`src/rtl/pmc_pkg.sv`:
```
package pmc_pkg;
    localparam int CTRL_W   = 8;
    localparam int MODE_N   = 7;
    localparam int RUNM_W   = 2;
    localparam int STOPM_W  = 3;
    localparam int PROT_W   = 2;
    localparam int B_WAKE   = 7;
    localparam int RUNM_LSB = 5;
    localparam int B_ABORT  = 3;

    localparam logic [RUNM_W-1:0]  RUNM_NORM  = 2'b00;
    localparam logic [RUNM_W-1:0]  RUNM_VLP   = 2'b10;
    localparam logic [STOPM_W-1:0] STOPM_VLPS = 3'b010;
    localparam logic [STOPM_W-1:0] STOPM_LLS  = 3'b100;

    typedef enum logic [2:0] {
        MD_RUN  = 3'd0,
        MD_VLPR = 3'd1,
        MD_WAIT = 3'd2,
        MD_VLPW = 3'd3,
        MD_STOP = 3'd4,
        MD_VLPS = 3'd5,
        MD_LLS  = 3'd6
    } mode_e;

    function automatic mode_e stop_target(input logic [STOPM_W-1:0] code);
        if (code == STOPM_VLPS)     return MD_VLPS;
        else if (code == STOPM_LLS) return MD_LLS;
        else                        return MD_STOP;
    endfunction
endpackage

```
`src/rtl/pmc_regs.sv`:
```
module pmc_regs
    import pmc_pkg::*;
(
    input  logic               clk,
    input  logic               rst_n,
    input  logic               bus_we,
    input  logic               bus_sel,
    input  logic [CTRL_W-1:0]  bus_wdata,
    output logic [CTRL_W-1:0]  bus_rdata,
    input  mode_e              cur_mode,
    input  logic               busy,
    input  logic               clr_runm,
    input  logic               abort_set,
    input  logic               abort_clr,
    output logic               wake_irq,
    output logic [RUNM_W-1:0]  runm,
    output logic [STOPM_W-1:0] stopm,
    output logic               aborted
);
    typedef struct packed {
        logic               wake;
        logic [RUNM_W-1:0]  runm;
        logic [STOPM_W-1:0] stopm;
        logic               abort;
        logic [PROT_W-1:0]  prot;
        logic               lock;
    } regs_t;

    regs_t q, d;
    logic [RUNM_W-1:0]  wr_runm;
    logic [STOPM_W-1:0] wr_stopm;
    logic               runm_ok, stopm_ok;
    logic [PROT_W-1:0]  prot_q;
    logic               lock_q;

    assign wr_runm  = bus_wdata[RUNM_LSB +: RUNM_W];
    assign wr_stopm = bus_wdata[STOPM_W-1:0];
    assign runm_ok  = !busy &&
                      ((wr_runm == RUNM_VLP && cur_mode == MD_RUN && q.prot[0]) ||
                       (wr_runm == RUNM_NORM && cur_mode == MD_VLPR));
    assign stopm_ok = (wr_stopm != STOPM_VLPS || q.prot[0]) &&
                      (wr_stopm != STOPM_LLS  || q.prot[1]);

    always_comb begin
        d = q;
        if (bus_we && !bus_sel) begin
            d.wake = bus_wdata[B_WAKE];
            if (runm_ok)  d.runm  = wr_runm;
            if (stopm_ok) d.stopm = wr_stopm;
        end
        if (bus_we && bus_sel && !q.lock) begin
            d.prot = bus_wdata[PROT_W-1:0];
            d.lock = 1'b1;
        end
        if (clr_runm)  d.runm  = RUNM_NORM;
        if (abort_clr) d.abort = 1'b0;
        if (abort_set) d.abort = 1'b1;
    end

    always_ff @(posedge clk or negedge rst_n) begin
        if (!rst_n) q <= '0;
        else        q <= d;
    end

    always_comb begin
        if (bus_sel) bus_rdata = {{(CTRL_W-PROT_W){1'b0}}, q.prot};
        else         bus_rdata = {q.wake, q.runm, 1'b0, q.abort, q.stopm};
    end

    assign wake_irq = q.wake;
    assign runm     = q.runm;
    assign stopm    = q.stopm;
    assign aborted  = q.abort;
    assign prot_q   = q.prot;
    assign lock_q   = q.lock;


    no_vlp_runm_chk: assert property (@(posedge clk) disable iff (!rst_n)
        !prot_q[0] |-> runm != RUNM_VLP);

    prot_frozen_chk: assert property (@(posedge clk) disable iff (!rst_n)
        lock_q |=> prot_q == $past(prot_q));
endmodule

```
`src/rtl/pmc_fsm.sv`:
```
module pmc_fsm
    import pmc_pkg::*;
(
    input  logic               clk,
    input  logic               rst_n,
    input  logic               stop_req,
    input  logic               deep_sleep,
    input  logic               wait_sel,
    input  logic               irq,
    input  logic               reset_evt,
    input  logic               stop_ack,
    input  logic               wake_irq,
    input  logic [RUNM_W-1:0]  runm,
    input  logic [STOPM_W-1:0] stopm,
    output mode_e              mode,
    output logic               entering,
    output logic               clr_runm,
    output logic               abort_set,
    output logic               abort_clr,
    output logic [MODE_N-1:0]  mode_status
);
    typedef struct packed {
        mode_e mode;
        logic  entering;
        mode_e tgt;
        logic  from_run;
    } fsm_t;

    fsm_t q, d;

    always_comb begin
        d         = q;
        clr_runm  = 1'b0;
        abort_set = 1'b0;
        abort_clr = 1'b0;
        if (reset_evt) begin
            d.mode     = MD_RUN;
            d.entering = 1'b0;
            clr_runm   = 1'b1;
            abort_set  = q.entering;
        end else if (q.entering) begin
            if (irq) begin
                d.entering = 1'b0;
                abort_set  = 1'b1;
            end else if (stop_ack) begin
                d.entering = 1'b0;
                d.mode     = q.tgt;
            end
        end else begin
            unique case (q.mode)
                MD_RUN, MD_VLPR: begin
                    if (q.mode == MD_VLPR && irq && wake_irq) begin
                        d.mode   = MD_RUN;
                        clr_runm = 1'b1;
                    end else if (stop_req && wait_sel) begin
                        d.mode     = (q.mode == MD_RUN) ? MD_WAIT : MD_VLPW;
                        d.from_run = (q.mode == MD_RUN);
                    end else if (stop_req && deep_sleep) begin
                        d.entering = 1'b1;
                        abort_clr  = 1'b1;
                        d.tgt      = stop_target(stopm);
                        d.from_run = (q.mode == MD_RUN);
                    end else if (q.mode == MD_RUN && runm == RUNM_VLP) begin
                        d.mode = MD_VLPR;
                    end else if (q.mode == MD_VLPR && runm == RUNM_NORM) begin
                        d.mode = MD_RUN;
                    end
                end
                default: begin
                    if (irq) begin
                        if (q.from_run || wake_irq) begin
                            d.mode   = MD_RUN;
                            clr_runm = 1'b1;
                        end else begin
                            d.mode = MD_VLPR;
                        end
                    end
                end
            endcase
        end
    end

    always_ff @(posedge clk or negedge rst_n) begin
        if (!rst_n) q <= '{mode: MD_RUN, entering: 1'b0, tgt: MD_STOP, from_run: 1'b1};
        else        q <= d;
    end

    assign mode        = q.mode;
    assign entering    = q.entering;
    assign mode_status = MODE_N'(1) << q.mode;


    entry_origin_chk: assert property (@(posedge clk) disable iff (!rst_n)
        entering |-> (mode == MD_RUN || mode == MD_VLPR));

    stop_reached_chk: assert property (@(posedge clk) disable iff (!rst_n)
        entering && stop_ack && !irq && !reset_evt |=>
        (mode == MD_STOP || mode == MD_VLPS || mode == MD_LLS));

    abort_keeps_mode_chk: assert property (@(posedge clk) disable iff (!rst_n)
        entering && irq && !reset_evt |=> !entering && mode == $past(mode));
endmodule

```
`src/rtl/pwr_mode_ctrl.sv`:
```
module pwr_mode_ctrl
    import pmc_pkg::*;
(
    input  logic              clk,
    input  logic              rst_n,
    input  logic              bus_we,
    input  logic              bus_sel,
    input  logic [7:0]        bus_wdata,
    output logic [7:0]        bus_rdata,
    input  logic              stop_req,
    input  logic              deep_sleep,
    input  logic              wait_sel,
    input  logic              irq,
    input  logic              reset_evt,
    input  logic              stop_ack,
    output logic [6:0]        mode_status,
    output logic              stop_entry_req,
    output logic              vlp_req,
    output logic              stop_aborted
);
    mode_e               mode;
    logic                entering, clr_runm, abort_set, abort_clr, wake_irq;
    logic [RUNM_W-1:0]   runm;
    logic [STOPM_W-1:0]  stopm;

    pmc_regs u_regs (
        .clk       (clk),
        .rst_n     (rst_n),
        .bus_we    (bus_we),
        .bus_sel   (bus_sel),
        .bus_wdata (bus_wdata),
        .bus_rdata (bus_rdata),
        .cur_mode  (mode),
        .busy      (entering),
        .clr_runm  (clr_runm),
        .abort_set (abort_set),
        .abort_clr (abort_clr),
        .wake_irq  (wake_irq),
        .runm      (runm),
        .stopm     (stopm),
        .aborted   (stop_aborted)
    );

    pmc_fsm u_fsm (
        .clk         (clk),
        .rst_n       (rst_n),
        .stop_req    (stop_req),
        .deep_sleep  (deep_sleep),
        .wait_sel    (wait_sel),
        .irq         (irq),
        .reset_evt   (reset_evt),
        .stop_ack    (stop_ack),
        .wake_irq    (wake_irq),
        .runm        (runm),
        .stopm       (stopm),
        .mode        (mode),
        .entering    (entering),
        .clr_runm    (clr_runm),
        .abort_set   (abort_set),
        .abort_clr   (abort_clr),
        .mode_status (mode_status)
    );

    assign stop_entry_req = entering;
    assign vlp_req        = (mode == MD_VLPR) || (mode == MD_VLPW) || (mode == MD_VLPS);


    onehot_status_chk: assert property (@(posedge clk) disable iff (!rst_n)
        $countones(mode_status) == 1);

    runm_cleared_chk: assert property (@(posedge clk) disable iff (!rst_n)
        (mode == MD_RUN) && ($past(mode) != MD_RUN) |-> runm == RUNM_NORM);

    abort_source_chk: assert property (@(posedge clk) disable iff (!rst_n)
        $rose(stop_aborted) |-> $past(entering));
endmodule

```
`config.mk`:
```
export PLATFORM = sky130hd
export DESIGN_NAME = pwr_mode_ctrl
export DESIGN_NICKNAME = d
export VERILOG_FILES = /design/src/rtl/pmc_pkg.sv /design/src/rtl/pmc_regs.sv /design/src/rtl/pmc_fsm.sv /design/src/rtl/pwr_mode_ctrl.sv
export SDC_FILE = /design/constraint.sdc
export NUM_CORES = 1
export LEC_CHECK = 0
export CORE_MARGIN = 2
export CORE_UTILIZATION = 48
export DETAILED_ROUTE_END_ITERATION = 7
export PLACE_DENSITY_LB_ADDON = 0.25
export RECOVER_POWER = 25
export SLEW_MARGIN = 20
export SYNTH_ARGS = -nofsm -noshare
export SYNTH_HDL_FRONTEND = slang
export SYNTH_SLANG_ARGS = --single-unit
```
`constraint.sdc`:
```
create_clock -name clk -period 4.2 [get_ports clk]
set_input_delay 0.84 -clock clk [delete_from_list [all_inputs] [get_ports clk]]
set_output_delay 0.84 -clock clk [all_outputs]
set_load 0.02 [all_outputs]
```
==> results.py, run 1 <==
metrics = {
    "logic_synthesis": {
        "synthFlopType": "dfrtp_1",
        "synth.top_cells.by_area": "dfrtp_1, o21ai_0, mux2_2, nor2_1, mux2_4",
        "syn_nets": 138,
        "yosysTopAreaCellShare": 0.369,
        "synth_async_sr_flop_share": 1.00,
        "ys_types": 39,
        "synth_top_area_cell": "dfrtp_1",
        "ys_seq_elements": 17,
        "ys_warn_count": 0,
        "ys_seq_area_frac": 0.393,
        "synth_area_mm2": 0.00109,
        "syn_inst": 120,
        "synth_edf_count": 0,
        "syn_area_per_cell_um2": 9.05,
    },
    "floorplan": {
        "fp.dieW_um": 51.6,
        "die_h_um": 51.6,
        "start_util": 0.501,
        "io_pins": 36,
        "die-area_mm2": 0.00266,
        "core.rowCount": 17,
        "coreArea_mm2": 0.00217,
    },
    "timing": {
        "tightest_slew_ns": 0.776,
        "fin_crit_ns": 3.36,
        "slew_viol_final": 0,
        "setup_tns_ns": 0,
        "setup_viol": 0,
        "relSlewSlack": 0.481,
        "post-route-period-util": 0.801,
        "clock_skew_ns": 0.00477,
        "fmax_ghz": 0.297,
        "finalHoldViolCount": 0,
        "rsz0062_at_grt": "no",
    },
    "critical_path": {
        "cp-start-kind": "primary input",
        "criticalPathCategory": "primary input to primary output",
        "crit_arrival_ns": 2.52,
        "worstSetupEndpointType": "primary output",
        "worstPathCellList": "dlygate4sd3_1, mux2_2, clkdlybuf4s50_1",
        "max_stage_delay_ns": 0.76,
        "cp.buffers_inverters": 2,
        "crit_required_ns": 3.36,
        "r2r_setup_slack_ns": 2.30,
        "critPathTopFamily": "buffers and inverters",
        "worstPathMaxFanout": 11,
        "cp_slowest_cell": "dlygate4sd3_1",
    },
    "final_layout": {
        "drive_gt1_frac": 0.121,
        "fin_nets": 168,
        "diodes": 0,
        "layout_commonest_cell": "clkdlybuf4s50_1",
        "fillCellCount": 192,
        "area.growth.synth_to_final_pct": 32.3,
        "layout_common_cells": "clkdlybuf4s50_1, dfrtp_1, nor2_1",
        "final_cell_area_mm2": 0.00144,
    },
    "grt": {
        "track_usage": 0.202,
        "antenna_found_initial": 0,
        "grt_max_degree": 18,
        "grt_pass1_vias": 893,
        "grt_pass1_wl_mm": 4.06,
        "overflow": 0,
    },
    "power_and_ir_drop": {
        "power_leakage_nw": 0.600,
        "max-vdd-ir-drop_mv": 0.221,
        "p_per_area_mw_per_mm2": 317,
    },
    "route": {
        "first_pass_iters": 4,
        "first_iter_violations": 22,
        "drtAntennaViolNets": 0,
        "viasPerCell": 5.54,
        "vias": 980,
        "drc": 0,
        "wl_mm": 2.47,
        "wl_per_cell_um": 13.9,
    },
    "clock_tree": {
        "clk_pin_slew_ns": 0.11,
        "cts_setup_buffers": 0,
        "ctsResizeCount": 0,
        "clock-sinks": 17,
        "holdBufCountCts": 0,
        "clkLatencyLatePin_ns": 0.29,
        "cts_tree": "yes",
        "clockBufferDepth": 2,
        "htreeDepth": 1,
        "cts_made_buffers": 3,
        "cts_root_buf": "clkbuf_4",
    },
    "min_path": {
        "worstHoldPathType": "register to register",
    },
    "place": {
        "gp_congestion": 0.879,
        "placed_cell_area_mm2": 0.00141,
        "hpwl_mm": 1.82,
        "port_buffers": 32,
    },
    "flow_run": {
        "maxCapViolations": 0,
    },
    "outcome": {
        "outcome": "finished, final reports clean",
    },
}
Yosys cell counts (2+ instances only):
| master | n |
|---|---|
| clkbuf_1 | 4 |
| mux2_2 | 5 |
| nor3_1 | 2 |
| a31oi_1 | 6 |
| nor3b_1 | 5 |
| and3_1 | 2 |
| dfrtp_1 | 16 |
| buf_2 | 2 |
| nand2_1 | 7 |
| nor2_1 | 13 |
| o21ai_0 | 12 |
| a21oi_1 | 5 |
| nor2b_1 | 4 |
| mux2_4 | 3 |
| inv_1 | 6 |
| nand3_1 | 3 |
| and2_1 | 2 |
| and3b_1 | 2 |
report_power, final:
part	internal (W)	switching, W	leakage, nW
clock network	0.0000354	0.0000541	0.0177
logic	0.0000803	0.0000734	0.369
registers	0.000187	0.0000256	0.213
registers in the layout (all words and copies together) (netlist names):
| name | count |
|---|---|
| u_fsm.mode | 3 |
| u_fsm.q | 3 |
| u_regs.stopm | 3 |
| u_regs.prot_q | 2 |
| u_regs.runm | 2 |
| u_fsm.entering | 1 |
| u_regs.aborted | 1 |
| u_regs.lock_q | 1 |
| u_regs.wake_irq | 1 |
layout make-up:
cell class / instances / area, um^2 / share of cell area
multi-input combinational: 90 / 604 / 0.421
sequential: 17 / 427 / 0.297
timing repair buffer: 32 / 320 / 0.223
tap: 28 / 35.0 / 0.0244
clock buffer: 3 / 22.5 / 0.0157
inverter: 6 / 22.5 / 0.0157
clock inverter: 1 / 5.00 / 0.00348
stage by stage:
stage          cells  utilization  hold WS (ns)  total power, W  worst slack, ns
6_report         177        0.662         0.457        0.000456            0.836
5_1_grt          177        0.662         0.506        0.000482            0.753
4_1_cts          177        0.662         0.459        0.000463            0.885
3_5_place_dp     173        0.649         0.435        0.000371            0.890
3_3_place_gp     173        0.649         0.429        0.000367            0.926
2_1_floorplan    120            -         0.419        0.000304             1.82
layer usage:
metal,routed length (um),vias up,GRT usage
met4,10,0,0.0789
met1,1140,471,0.256
li1,-,480,-
met3,115,2,0.0460
met2,1200,27,0.335
met5,0,-,0
logic make-up after synthesis:
logic type                after synthesis  share of synthesized area
and+or+nand+nor                        49                      0.272
AOI/OAI and AO/OA                      29                      0.160
DFF                                    17                      0.393
buffers and inverters                  13                     0.0507
muxes                                  10                      0.113
xor gates and xnor gates                1                    0.00807
other                                   1                    0.00345
final timing paths:
kind / start / endpoint / cells after the start
worst min register to register: u_regs.lock_q$_DFFE_PN0P_ / u_regs.lock_q$_DFFE_PN0P_ / 1
worst max register to register: u_fsm.mode[0]$_DFFE_PN0P_ / u_fsm.q[1]$_DFFE_PN0P_ / 4
worst min-delay path: u_regs.lock_q$_DFFE_PN0P_ / u_regs.lock_q$_DFFE_PN0P_ / 1
worst max-delay path: bus_sel / bus_rdata[1] / 3
min in group asynchronous: rst_n / u_regs.runm[1]$_DFFE_PN0P_ / 1
max in group asynchronous: rst_n / u_fsm.mode[2]$_DFFE_PN0P_ / 1
Note: power is estimated with default switching activity, not from simulation.
==> run 2, diff against run 1 <==
- CORE_UTILIZATION: 48 -> 45
- clock period: 4.2 -> 3.52 ns (I/O delays scaled with it)
==> results.py, run 2 (same netlist as run 1, synthesis figures left out) <==
metrics = {
    "flow_run": {
        "maxCapViolations": 0,
    },
    "timing": {
        "slew_viol_final": 0,
        "setup_tns_ns": 0,
        "finalHoldViolCount": 0,
        "setup_viol": 0,
        "clock_skew_ns": 0.00666,
        "rsz0062_at_grt": "no",
        "relSlewSlack": 0.480,
        "tightest_slew_ns": 0.778,
        "fin_crit_ns": 3.10,
        "final.setup.worst_slack_ns": 0.424,
        "post-route-period-util": 0.880,
        "fmax_ghz": 0.323,
    },
    "grt": {
        "grt_pass1_vias": 1024,
        "grt_max_degree": 18,
        "overflow": 0,
        "antenna_found_initial": 0,
        "track_usage": 0.215,
        "grt_pass1_wl_mm": 4.38,
    },
    "place": {
        "gp_congestion": 0.873,
        "dpl_worst_slack_ns": 0.492,
        "port_buffers": 32,
        "hpwl_mm": 1.95,
    },
    "critical_path": {
        "worstPathMaxFanout": 11,
        "reg2reg_depth": 4,
        "r2r_setup_slack_ns": 1.61,
        "crit_required_ns": 2.82,
        "endpoint": "bus_rdata[1]",
        "worst_r2r_endpoint": "u_fsm.q[1]$_DFFE_PN0P_",
        "cp-startpoint": "bus_sel",
        "cp-start-kind": "primary input",
        "r2r-start": "u_fsm.mode[0]$_DFFE_PN0P_",
        "crit_arrival_ns": 2.39,
        "worstSetupEndpointType": "primary output",
        "criticalPathCategory": "primary input to primary output",
    },
    "clock_tree": {
        "cts_root_buf": "clkbuf_4",
        "clockBufferDepth": 2,
        "clkLatencyLatePin_ns": 0.31,
        "clock-sinks": 17,
        "cts_setup_buffers": 0,
        "cts_made_buffers": 3,
        "holdBufCountCts": 0,
        "cts_tree": "yes",
        "htreeDepth": 1,
        "ctsResizeCount": 0,
        "clk_pin_slew_ns": 0.11,
    },
    "final_layout": {
        "fillCellCount": 211,
        "fin_nets": 168,
        "layout_common_cells": "clkdlybuf4s50_1, dfrtp_1, nor2_1",
        "layout_commonest_cell": "clkdlybuf4s50_1",
        "diodes": 0,
        "drive_gt1_frac": 0.121,
        "area.growth.synth_to_final_pct": 32.5,
    },
    "floorplan": {
        "core.rowCount": 17,
        "die_h_um": 53.1,
        "coreArea_mm2": 0.00225,
        "io_pins": 36,
        "fp.dieW_um": 53.1,
        "die-area_mm2": 0.00282,
        "start_util": 0.482,
    },
    "route": {
        "wl_mm": 2.62,
        "wl_per_cell_um": 14.8,
        "drc": 0,
        "first_iter_violations": 28,
        "first_pass_iters": 4,
        "drtAntennaViolNets": 0,
        "vias": 1010,
        "viasPerCell": 5.71,
    },
    "power_and_ir_drop": {
        "finalPower_w": 0.000553,
        "max-vdd-ir-drop_mv": 0.262,
        "p_per_area_mw_per_mm2": 384,
        "power_leakage_nw": 0.596,
    },
    "min_path": {
        "worstHoldPathType": "register to register",
        "hold_depth": 1,
    },
    "outcome": {
        "outcome": "finished, final reports clean",
    },
}
-- run 2: report_power, final --
part           internal [W]  total (W)  switching (W)
logic             0.0000958   0.000185      0.0000890
registers          0.000223   0.000255      0.0000316
clock network     0.0000435   0.000114      0.0000703
total              0.000362   0.000553       0.000191
-- run 2: metal layers --
metal  track usage  up-vias  share of wire
met4        0.0940        0         0.0046
met1         0.250      489           0.45
met3        0.0650        2          0.068
li1              -      479              -
met5             0        -              0
met2         0.363       40           0.47
-- run 2: worst min-delay path by stage --
stage | slack (ns) | endpoint | from
6_report | 0.47 | u_regs.lock_q$_DFFE_PN0P_ | u_regs.lock_q$_DFFE_PN0P_
3_3_place_gp | 0.43 | u_regs.lock_q$_DFFE_PN0P_ | u_regs.lock_q$_DFFE_PN0P_
2_1_floorplan | 0.41 | u_fsm.entering$_DFF_PN0_ | rst_n
3_5_place_dp | 0.44 | u_regs.lock_q$_DFFE_PN0P_ | u_regs.lock_q$_DFFE_PN0P_
5_1_grt | 0.50 | u_regs.lock_q$_DFFE_PN0P_ | u_regs.lock_q$_DFFE_PN0P_
4_1_cts | 0.47 | u_regs.lock_q$_DFFE_PN0P_ | u_regs.lock_q$_DFFE_PN0P_
-- run 2: metrics by stage --
step	hold slack (ns)	area [um^2]	utilization	instances
CTS	0.471	1440	0.638	177
floorplan	0.408	1090	-	120
global route	0.497	1440	0.638	177
global placement	0.431	1410	0.625	173
finish	0.468	1440	0.638	177
detailed placement	0.444	1410	0.625	173
-- run 2: critical path, cell delays in order --
cell,delay (ns)
dlygate4sd3_1,0.77
mux2_2,0.38
clkdlybuf4s50_1,0.54
-- run 2: final cells by class --
cell class,instances,area (um^2),share of cell area
inverter,6,22.5,0.0157
multi-input combinational,90,604,0.420
clock buffer,3,22.5,0.0157
sequential,17,427,0.297
timing repair buffer,32,320,0.223
tap,28,35.0,0.0243
clock inverter,1,7.51,0.00522
